===== config.mk =====
export PLATFORM = sky130hd
export DESIGN_NAME = dual_evt_timer
export DESIGN_NICKNAME = d
export VERILOG_FILES = /design/src/rtl/det_pkg.sv /design/src/rtl/det_prescaler.sv /design/src/rtl/det_evt_sync.sv /design/src/rtl/det_channel.sv /design/src/rtl/dual_evt_timer.sv
export SDC_FILE = /design/constraint.sdc
export NUM_CORES = 1
export LEC_CHECK = 0
export BUFFER_PORTS_ARGS = -buffer_cell sky130_fd_sc_hd__buf_2
export CORE_MARGIN = 2
export CORE_UTILIZATION = 49
export CTS_CLUSTER_SIZE = 12
export DETAILED_ROUTE_END_ITERATION = 8
export PLACE_DENSITY = 0.7
export SYNTH_ARGS = -nofsm -noshare
export SYNTH_HDL_FRONTEND = slang
export SYNTH_SLANG_ARGS = --single-unit

===== constraint.sdc =====
create_clock -name clk -period 2.2 [get_ports clk]
set_clock_uncertainty 0.1 [all_clocks]
set_input_delay 0.11 -clock clk [delete_from_list [all_inputs] [get_ports clk]]
set_output_delay 0.11 -clock clk [all_outputs]
set_load 0.05 [all_outputs]

===== src/rtl/det_pkg.sv =====
`timescale 1ns/1ps
package det_pkg;
    localparam int DATA_W  = 8;
    localparam int ADDR_W  = 2;
    localparam int TAP_N   = 4;
    localparam int PIN_N   = 2;
    localparam int MODE_W  = 7;

    typedef enum logic {
        CH_HOLD  = 1'b0,
        CH_COUNT = 1'b1
    } ch_state_e;

    localparam logic [ADDR_W-1:0] ADDR_MODE   = 2'd0;
    localparam logic [ADDR_W-1:0] ADDR_DATA_A = 2'd1;
    localparam logic [ADDR_W-1:0] ADDR_DATA_B = 2'd2;
    localparam logic [ADDR_W-1:0] ADDR_PINSEL = 2'd3;
endpackage


===== src/rtl/det_prescaler.sv =====
`timescale 1ns/1ps
module det_prescaler #(
    parameter int TAPS = det_pkg::TAP_N
) (
    input  logic            clk,
    input  logic            rst_n,
    output logic [TAPS-1:0] tap_tick
);
    localparam int PS_W = 2 * TAPS;

    logic [PS_W-1:0] div_q;

    always_ff @(posedge clk) begin
        if (!rst_n) div_q <= '0;
        else        div_q <= div_q + 1'b1;
    end

    // tap i divides by 2^(2*(i+1))
    for (genvar i = 0; i < TAPS; i++) begin : g_tap
        localparam int LOW = 2 * (i + 1);
        assign tap_tick[i] = &div_q[LOW-1:0];
    end
endmodule


===== src/rtl/det_evt_sync.sv =====
`timescale 1ns/1ps
module det_evt_sync (
    input  logic clk,
    input  logic rst_n,
    input  logic pin,
    output logic rise
);
    logic meta_q, sync_q, prev_q;

    always_ff @(posedge clk) begin
        if (!rst_n) begin
            meta_q <= 1'b0;
            sync_q <= 1'b0;
            prev_q <= 1'b0;
        end else begin
            meta_q <= pin;
            sync_q <= meta_q;
            prev_q <= sync_q;
        end
    end

    assign rise = sync_q & ~prev_q;
endmodule


===== src/rtl/det_channel.sv =====
`timescale 1ns/1ps
module det_channel
    import det_pkg::*;
#(
    parameter int W = DATA_W
) (
    input  logic         clk,
    input  logic         rst_n,
    input  logic         tick,
    input  logic         ctl_we,
    input  logic         ctl_start,
    input  logic         ctl_cont,
    input  logic         cmp_we,
    input  logic [W-1:0] cmp_wdata,
    output logic [W-1:0] cnt,
    output logic [W-1:0] cmp,
    output logic         match,
    output logic         running
);
    ch_state_e    state_q, state_d;
    logic [W-1:0] cnt_q, cmp_q;
    logic         match_q;
    logic         step, hit;

    // state register
    always_ff @(posedge clk) begin
        if (!rst_n) state_q <= CH_HOLD;
        else        state_q <= state_d;
    end

    // transitions: go / stop
    always_comb begin
        state_d = state_q;
        unique case (state_q)
            CH_HOLD:  if (ctl_we && (ctl_start || ctl_cont))   state_d = CH_COUNT;
            CH_COUNT: if (ctl_we && !ctl_start && !ctl_cont)   state_d = CH_HOLD;
            default:  state_d = CH_HOLD;
        endcase
    end

    assign step = (state_q == CH_COUNT) && tick;
    assign hit  = step && (cmp_q != '0) && (cnt_q == cmp_q);

    // outputs and datapath
    always_ff @(posedge clk) begin
        if (!rst_n) begin
            cnt_q   <= '0;
            cmp_q   <= '0;
            match_q <= 1'b0;
        end else begin
            match_q <= hit;
            if (cmp_we) cmp_q <= cmp_wdata;
            if (ctl_we && ctl_start) cnt_q <= '0;
            else if (hit)            cnt_q <= '0;
            else if (step)           cnt_q <= cnt_q + 1'b1;
        end
    end

    assign cnt     = cnt_q;
    assign cmp     = cmp_q;
    assign match   = match_q;
    assign running = (state_q == CH_COUNT);
endmodule


===== src/rtl/dual_evt_timer.sv =====
`timescale 1ns/1ps
module dual_evt_timer
    import det_pkg::*;
(
    input  logic              clk,
    input  logic              rst_n,
    input  logic              bus_we,
    input  logic [ADDR_W-1:0] bus_addr,
    input  logic [DATA_W-1:0] bus_wdata,
    output logic [DATA_W-1:0] bus_rdata,
    input  logic [PIN_N-1:0]  evt_in,
    output logic              match_a,
    output logic              match_b
);
    localparam int CH_N = 2;

    logic [MODE_W-1:0] mode_q;
    logic [PIN_N-1:0]  pin_q;
    logic [TAP_N-1:0]  taps;
    logic [PIN_N-1:0]  evt_rise;
    logic              mode_we;

    logic [CH_N-1:0]   tick_v, start_v, cont_v, cmp_we_v, match_v, run_v;
    logic [DATA_W-1:0] cnt_v [CH_N];
    logic [DATA_W-1:0] cmp_v [CH_N];

    logic [DATA_W-1:0] cnt_a, cnt_b, cmp_a, cmp_b;
    logic              run_a, run_b;
    logic              tap_a, src_b;

    assign mode_we = bus_we && (bus_addr == ADDR_MODE);

    always_ff @(posedge clk) begin
        if (!rst_n) begin
            mode_q <= '0;
            pin_q  <= '0;
        end else if (bus_we) begin
            if (bus_addr == ADDR_MODE)   mode_q <= bus_wdata[MODE_W-1:0];
            if (bus_addr == ADDR_PINSEL) pin_q  <= bus_wdata[PIN_N-1:0];
        end
    end

    det_prescaler #(.TAPS(TAP_N)) u_ps (
        .clk(clk), .rst_n(rst_n), .tap_tick(taps)
    );

    for (genvar p = 0; p < PIN_N; p++) begin : g_sync
        det_evt_sync u_sync (
            .clk(clk), .rst_n(rst_n), .pin(evt_in[p]), .rise(evt_rise[p])
        );
    end

    // clock source selection
    always_comb begin
        tap_a = taps[mode_q[1:0]];
        unique case (mode_q[5:4])
            2'b00:   src_b = match_v[0];
            2'b01:   src_b = taps[0];
            2'b10:   src_b = taps[1];
            default: src_b = taps[2];
        endcase
        tick_v[0] = pin_q[0] ? evt_rise[0] : tap_a;
        tick_v[1] = pin_q[1] ? evt_rise[1] : src_b;
    end

    assign start_v  = {bus_wdata[6], bus_wdata[3]};
    assign cont_v   = {1'b0,         bus_wdata[2]};
    assign cmp_we_v = {bus_we && (bus_addr == ADDR_DATA_B),
                       bus_we && (bus_addr == ADDR_DATA_A)};

    for (genvar c = 0; c < CH_N; c++) begin : g_ch
        det_channel #(.W(DATA_W)) u_ch (
            .clk(clk), .rst_n(rst_n), .tick(tick_v[c]),
            .ctl_we(mode_we), .ctl_start(start_v[c]), .ctl_cont(cont_v[c]),
            .cmp_we(cmp_we_v[c]), .cmp_wdata(bus_wdata),
            .cnt(cnt_v[c]), .cmp(cmp_v[c]), .match(match_v[c]), .running(run_v[c])
        );
    end

    assign cnt_a = cnt_v[0];
    assign cnt_b = cnt_v[1];
    assign cmp_a = cmp_v[0];
    assign cmp_b = cmp_v[1];
    assign run_a = run_v[0];
    assign run_b = run_v[1];
    assign match_a = match_v[0];
    assign match_b = match_v[1];

    always_comb begin
        unique case (bus_addr)
            ADDR_MODE:   bus_rdata = {{(DATA_W-MODE_W){1'b0}}, mode_q};
            ADDR_DATA_A: bus_rdata = cnt_a;
            ADDR_DATA_B: bus_rdata = cnt_b;
            default:     bus_rdata = {{(DATA_W-PIN_N){1'b0}}, pin_q};
        endcase
    end
endmodule


-- Word level (Yosys, flattened, before mapping)
Index checks and enable logic that the tools add are counted.
- logic and storage cells: 78
- memory bits (writable): 0
- memories: 0
- register bits after elaboration: 59
- bits in latches: 0
- memory bits (read-only): 0
- input bits: 15
- output and inout port bits: 10
- bitwise operators: 7
- shift operators: 0
- multiply operators: 0
- add/sub/neg operators: 3
- muxes and demuxes: 12
- divide/modulo/power cells: 0
- $lt $le $gt $ge: 1
- equal/unequal tests: 7
- reductions and logical operators: 31
- operators with widths (kind ; count):
    $add A8 B1 Y8 const B ; 3
    $pmux W8 S3 ; 1
    $eq A8 B8 Y1 ; 2
    $reduce_bool A8 Y1 ; 2
    $logic_and A1 B1 Y1 ; 15
    $reduce_and A8 Y1 ; 1
    $mux W1 ; 7
    $eq A2 B2 Y1 const B ; 3
    $reduce_and A2 Y1 ; 3
    $reduce_and A6 Y1 ; 1
    $reduce_or A3 Y1 ; 2
    $not A1 Y1 ; 5
    $eq A2 B1 Y1 const B ; 2
    $logic_not A2 Y1 ; 2
    $pmux W1 S2 ; 2
    $reduce_and A4 Y1 ; 1
    $logic_not A1 Y1 ; 3
    $lt A2 B3 Y1 const B ; 1
    $pmux W1 S3 ; 1
    $and A1 B1 Y1 ; 2
    $bmux W1 S2 ; 1
    $logic_or A1 B1 Y1 ; 1

-- Longest topological paths before layout
- depth in word-level cells: 8
- depth in mapped cells: 6
- mapped depth without buffers: 6

-- By module
Synthesis repeated with hierarchy kept, for this count alone.
- cell total of the unflattened synthesis: 282
- area total of the unflattened synthesis: 2786.4 um^2
- modules (own cells, without submodules) (module ; times used ; sequential area each (um^2) ; cells an instance ; area each (um^2)):
    det_channel ; 2 ; 360.3 ; 83 ; 813.3
    dual_evt_timer ; 1 ; 180.2 ; 69 ; 639.4
    det_prescaler ; 1 ; 160.2 ; 33 ; 335.3
    det_evt_sync ; 2 ; 60.1 ; 7 ; 92.6

-- Least setup slack after synthesis
No wires, ideal clock.
- path kind: register to register
- from: reg g_ch[0].u_ch.match_q
- to: reg g_ch[1].u_ch.cnt_q[6]
- setup slack: 0.117 ns
- period minus slack after synthesis: 2.083 ns
- stages on the path, launching flop included: 6
- data required time: 2.030 ns
- path buffers: 0
- setup time: 0.070 ns
- arrival time: 1.913 ns
- cell sequence: dfxtp_1 mux2i_1 o41ai_4 nor2_2 or4_1 a21oi_1
- longest elaborated chain between the ends: 6
- RTL lines (element ; RTL line ; text):
    start: declaration ; det_channel.sv:22 ; logic match_q;
    start signal: assignment ; det_channel.sv:51 ; match_q <= hit;
    $pmux W1 S3 (*) ; dual_evt_timer.sv:56 ; unique case (mode_q[5:4])
    $mux W1 (*) ; dual_evt_timer.sv:63 ; tick_v[1] = pin_q[1] ? evt_rise[1] : src_b;
    $logic_and A1 B1 Y1 (*) ; det_channel.sv:41 ; assign step = (state_q == CH_COUNT) && tick;
    $logic_and A1 B1 Y1 (2 in series) ; det_channel.sv:42 ; assign hit = step && (cmp_q != '0) && (cnt_q == cmp_q);
    $reduce_or A3 Y1 (no line) ; - ;
    end signal: assignment ; det_channel.sv:55 ; else if (step) cnt_q <= cnt_q + 1'b1;
    end: declaration ; det_channel.sv:21 ; logic [W-1:0] cnt_q, cmp_q;
Mark *: on every way between the ends. The rest lies on a longest branch, timed or not.
A chain may end at the register's enable or synchronous reset.

-- Final worst setup path
- from: reg u_ps.div_q[0]
- to: reg g_ch[0].u_ch.cnt_q[7]
- longest elaborated chain between the ends: 8
- elaborated cells on any way between the ends: 11
- classes of those cells: mux: 3; reduce/logical: 8
- RTL lines (element ; RTL line ; text):
    start: declaration ; det_prescaler.sv:11 ; logic [PS_W-1:0] div_q;
    start signal: assignment ; det_prescaler.sv:15 ; else div_q <= div_q + 1'b1;
    $reduce_and A8 Y1 (tied with other cells) ; det_prescaler.sv:21 ; assign tap_tick[i] = &div_q[LOW-1:0];
    $bmux W1 S2 (*) ; dual_evt_timer.sv:55 ; tap_a = taps[mode_q[1:0]];
    $mux W1 (not written as such) (*) ; dual_evt_timer.sv:55 ;
    $mux W1 (*) ; dual_evt_timer.sv:62 ; tick_v[0] = pin_q[0] ? evt_rise[0] : tap_a;
    $logic_and A1 B1 Y1 (*) ; det_channel.sv:41 ;
    $logic_and A1 B1 Y1 (2 in series) ; det_channel.sv:42 ;
    $reduce_or A3 Y1 (no line) ; - ;
    end signal: assignment ; det_channel.sv:55 ;
    end: declaration ; det_channel.sv:21 ;
Mark *: on every way between the ends. The rest lies on a longest branch, timed or not. The select of a mux whose other input is x is not followed.

==> impl_metrics.yaml <==
synth:
  synth_top_cell_area_share_pct: 42.28
  synth_edf_count: 0
  yosysTopAreaCell: "dfxtp_1"
  synth_seq_area_share_pct: 42.28
  netlist_instances: 308
  ys_types: 46
  ys.flop_type: "dfxtp_1"
  async_flop_share_pct: 0
  synth_most_common_cell: "dfxtp_1"
  synthesis.nets: 326
  yosysWarnings: 0
  yosys-top-cells-count: "58 x dfxtp_1, 34 x nor2_1, 32 x nand2_1"
  synth.area.top_cells: "dfxtp_1 42%, mux2i_1 7.7%, xor2_1 6.7%"
  avgSynthCellArea_sq_um: 8.917
  netlist_area_sq_mm: 0.002746
  synth-seq-cells: 58
timing:
  whs_ps: 19.27
  slew_violations: 0
  final.min_clock_period_ps: 2017
  finalCritPeriodShare_pct: 91.70
  slew_headroom_pct: 59.40
  fin_setup_tns_ps: 0
  hold_violations: 0
  tightest_slew_ps: 608.3
  finalSetupViolCount: 0
  rsz0062_at_grt: "false"
  fmax_mhz: 495.7
pwr:
  power.internal_uw: 1588
  p_switching_uw: 574.2
  combPwrFrac_pct: 8.5
  swShare_pct: 26.55
  clockPowerShare_pct: 40.7
  ir_drop_mv: 0.4175
  seqPwrFrac_pct: 50.8
  leakage_uw: 0.001344
  power_density_mw_per_mm2: 659.4
placement:
  place_congestion: 0.9022
  dp.cells: 404
  dpl.hpwl_um: 4593
  numPortBuffers: 24
setup_path:
  timing.rr.end: "g_ch[0].u_ch.cnt[7]$_SDFFE_PP0P_"
  rr_startpoint: "u_ps.div_q[0]$_SDFF_PN0_"
  cp-end-kind: "flip-flop"
  cp.required_ps: 2380
  worst_setup_path_start_kind: "flip-flop"
  crit_fanout: 9
  path_class: "reg -> reg"
  cp_top_family: "simple AND/OR/NAND/NOR gates"
  reg2reg_slack_ps: 180
  reg2reg_depth: 6
  max_stage_delay_ps: 520
  cp_slowest_cell: "or4_1"
  crit_chain: "ha_2 -> nand3_4 -> a211oi_2 -> o21ai_2 -> or4_1 -> a21oi_1"
  cp.buffers_inverters: 0
  crit_arrival_ps: 2200
  cp-startpoint: "u_ps.div_q[0]$_SDFF_PN0_"
flow_run:
  max-cap-violations: 0
grt:
  grtUsageTotal_pct: 22.41
  grt_overflow: 0
  antenna_found_initial: 0
  use_met2_pct: 35.81
  gr-usage-met1_pct: 29.55
  grt_max_degree: 27
  busiest_layer: "met2"
  grt_pass1_wl_um: 10580
  grt_pass1_vias: 2175
  use_met3_pct: 4.091
floorplan:
  core_sq_mm: 0.005473
  io-pin-count: 25
  die_area_sq_mm: 0.006220
  die_x_um: 78.87
  die_h_um: 78.87
  core.rowCount: 27
  start_util_pct: 50.18
clock_network:
  path_clk_slew_ps: 70
  clockRootBuffer: "clkbuf_8"
  cts.sinks: 58
  cts_made_buffers: 9
  clkLatencyLatePin_ps: 350
  cts_tree: "yes"
  ctsHtreeMaxLevel: 3
  cts_buffer_depth: 2
detailed_routing:
  routedWlPerCell_um: 15.43
  routed_wl_um: 6634
  first_pass_iters: 4
  ant_nets: 0
  drcViolationCount: 0
  num_vias: 2356
  avgViaCountPerCell: 5.479
  drtIter0Drc: 140
hold_path:
  min_path_cells: 2
  hold_class: "in -> reg"
  hold_start: "rst_n"
  hold_end: "g_sync[1].u_sync.sync_q$_SDFF_PN0_"
finish:
  n_antenna_cell: 0
  fin_cells: 430
  fin_nets: 371
  drive_gt1_share_pct: 17.32
  area_delta_synth_final_pct: 19.41
  utilization_pct: 59.92
status:
  status: "finished clean"
==> per-layer routing <==
| metal | share of wire, % | vias up |
|---|---|---|
| met1 | 48 | 1108 |
| met3 | 4.3 | 11 |
| met2 | 46 | 62 |
| met4 | 1.6 | 0 |
| met5 | 0 | - |
| li1 | - | 1175 |
==> cells in the final DEF (no fill, tap or decap), drive strengths merged, types with 2 or more instances in the layout <==
| cell type | n |
|---|---|
| nand2 | 32 |
| nand3b | 6 |
| clkinvlp | 2 |
| ha | 3 |
| inv | 5 |
| or4 | 3 |
| a31oi | 2 |
| mux2i | 21 |
| clkbuf | 11 |
| o21ai | 10 |
| and2 | 8 |
| dlygate4sd3 | 10 |
| clkinv | 4 |
| a211oi | 3 |
| nand2b | 4 |
| nor2 | 35 |
| o211ai | 4 |
| a21boi | 2 |
| nor4 | 4 |
| mux4 | 2 |
| nand4b | 2 |
| xnor2 | 4 |
| xor2 | 21 |
| o2111ai | 3 |
| dfxtp | 58 |
| a21oi | 22 |
| buf | 37 |
| o31ai | 3 |
| nand3 | 18 |
| o21bai | 3 |
| nor3 | 5 |
==> per-stage QoR <==
| step | worst slack [ps] | cell area, sq um | total power, uW |
|---|---|---|---|
| global route | 30.71 | 3279 | 2224 |
| finish | 182.5 | 3279 | 2162 |
| CTS | 140.6 | 3277 | 2162 |
| detailed placement | 159.1 | 3005 | 1290 |
| floorplan | 117.1 | 2746 | 1230 |
| global placement | 215.8 | 3005 | 1287 |
==> registers in the layout (all words and copies together), names as in the netlist, named ones only <==
| name | flops |
|---|---|
| g_ch.u_ch.match | 2 |
| u_ps.div_q | 8 |
| g_ch.u_ch.cmp | 16 |
| g_sync.u_sync.sync_q | 2 |
| g_sync.u_sync.meta_q | 2 |
| g_ch.u_ch.running | 1 |
| pin_q | 2 |
| mode_q | 6 |
| g_sync.u_sync.prev_q | 2 |
| g_ch.u_ch.cnt | 16 |
==> cell type report <==
cell class | count | area [sq um]
clock inverters | 5 | 30.03
clock buffers | 11 | 141.4
well taps | 72 | 90.09
inverters | 6 | 22.52
repair buffers | 47 | 317.8
fillers | 490 | 2193
multi-input cells | 231 | 1516
flip-flops and latches | 58 | 1161
==> worst max-delay path by stage <==
stage,end,slack [ps],cells after the start
global route,g_ch[0].u_ch.cnt[7]$_SDFFE_PP0P_,30,6
finish,g_ch[0].u_ch.cnt[7]$_SDFFE_PP0P_,180,6
CTS,g_ch[0].u_ch.cnt[6]$_SDFFE_PP0P_,140,6
floorplan,g_ch[1].u_ch.cnt[6]$_SDFFE_PP0P_,120,5
global placement,g_ch[0].u_ch.cnt[7]$_SDFFE_PP0P_,220,6
detailed placement,g_ch[0].u_ch.cnt[6]$_SDFFE_PP0P_,160,6
==> power by group through the flow <==
stage                     logic (uW)  clock network, uW  registers, uW
after CTS                        183                881           1100
after global placement           166                  0           1120
after floorplan                  114                  0           1120
after detailed placement         168                  0           1120
after global routing             203                920           1100
final                            185                879           1100
==> logic make-up (layout without fill, tap and decap cells) <==
family / count (synthesis) / count (layout) / share of synthesized area [%]
AND/OR/NAND/NOR: 124 / 124 / 22.55
flip-flops: 58 / 58 / 42.28
AO/OA/AOI/OAI: 56 / 56 / 13.94
XOR/XNOR: 25 / 25 / 7.973
multiplexers: 23 / 23 / 9.294
buffers and inverters: 19 / 69 / 2.597
adder cells (fa/ha/maj): 3 / 3 / 1.367
==> repair_timing <==
item / CTS / global route
gates resized for setup: 0 / 1
endpoints found under the setup margin: 0 / 1
endpoints found under the hold margin: 25 / 0
buffers inserted: 0 / 0
hold buffers: 10 / 0
Power figures use the tool's default switching activity.
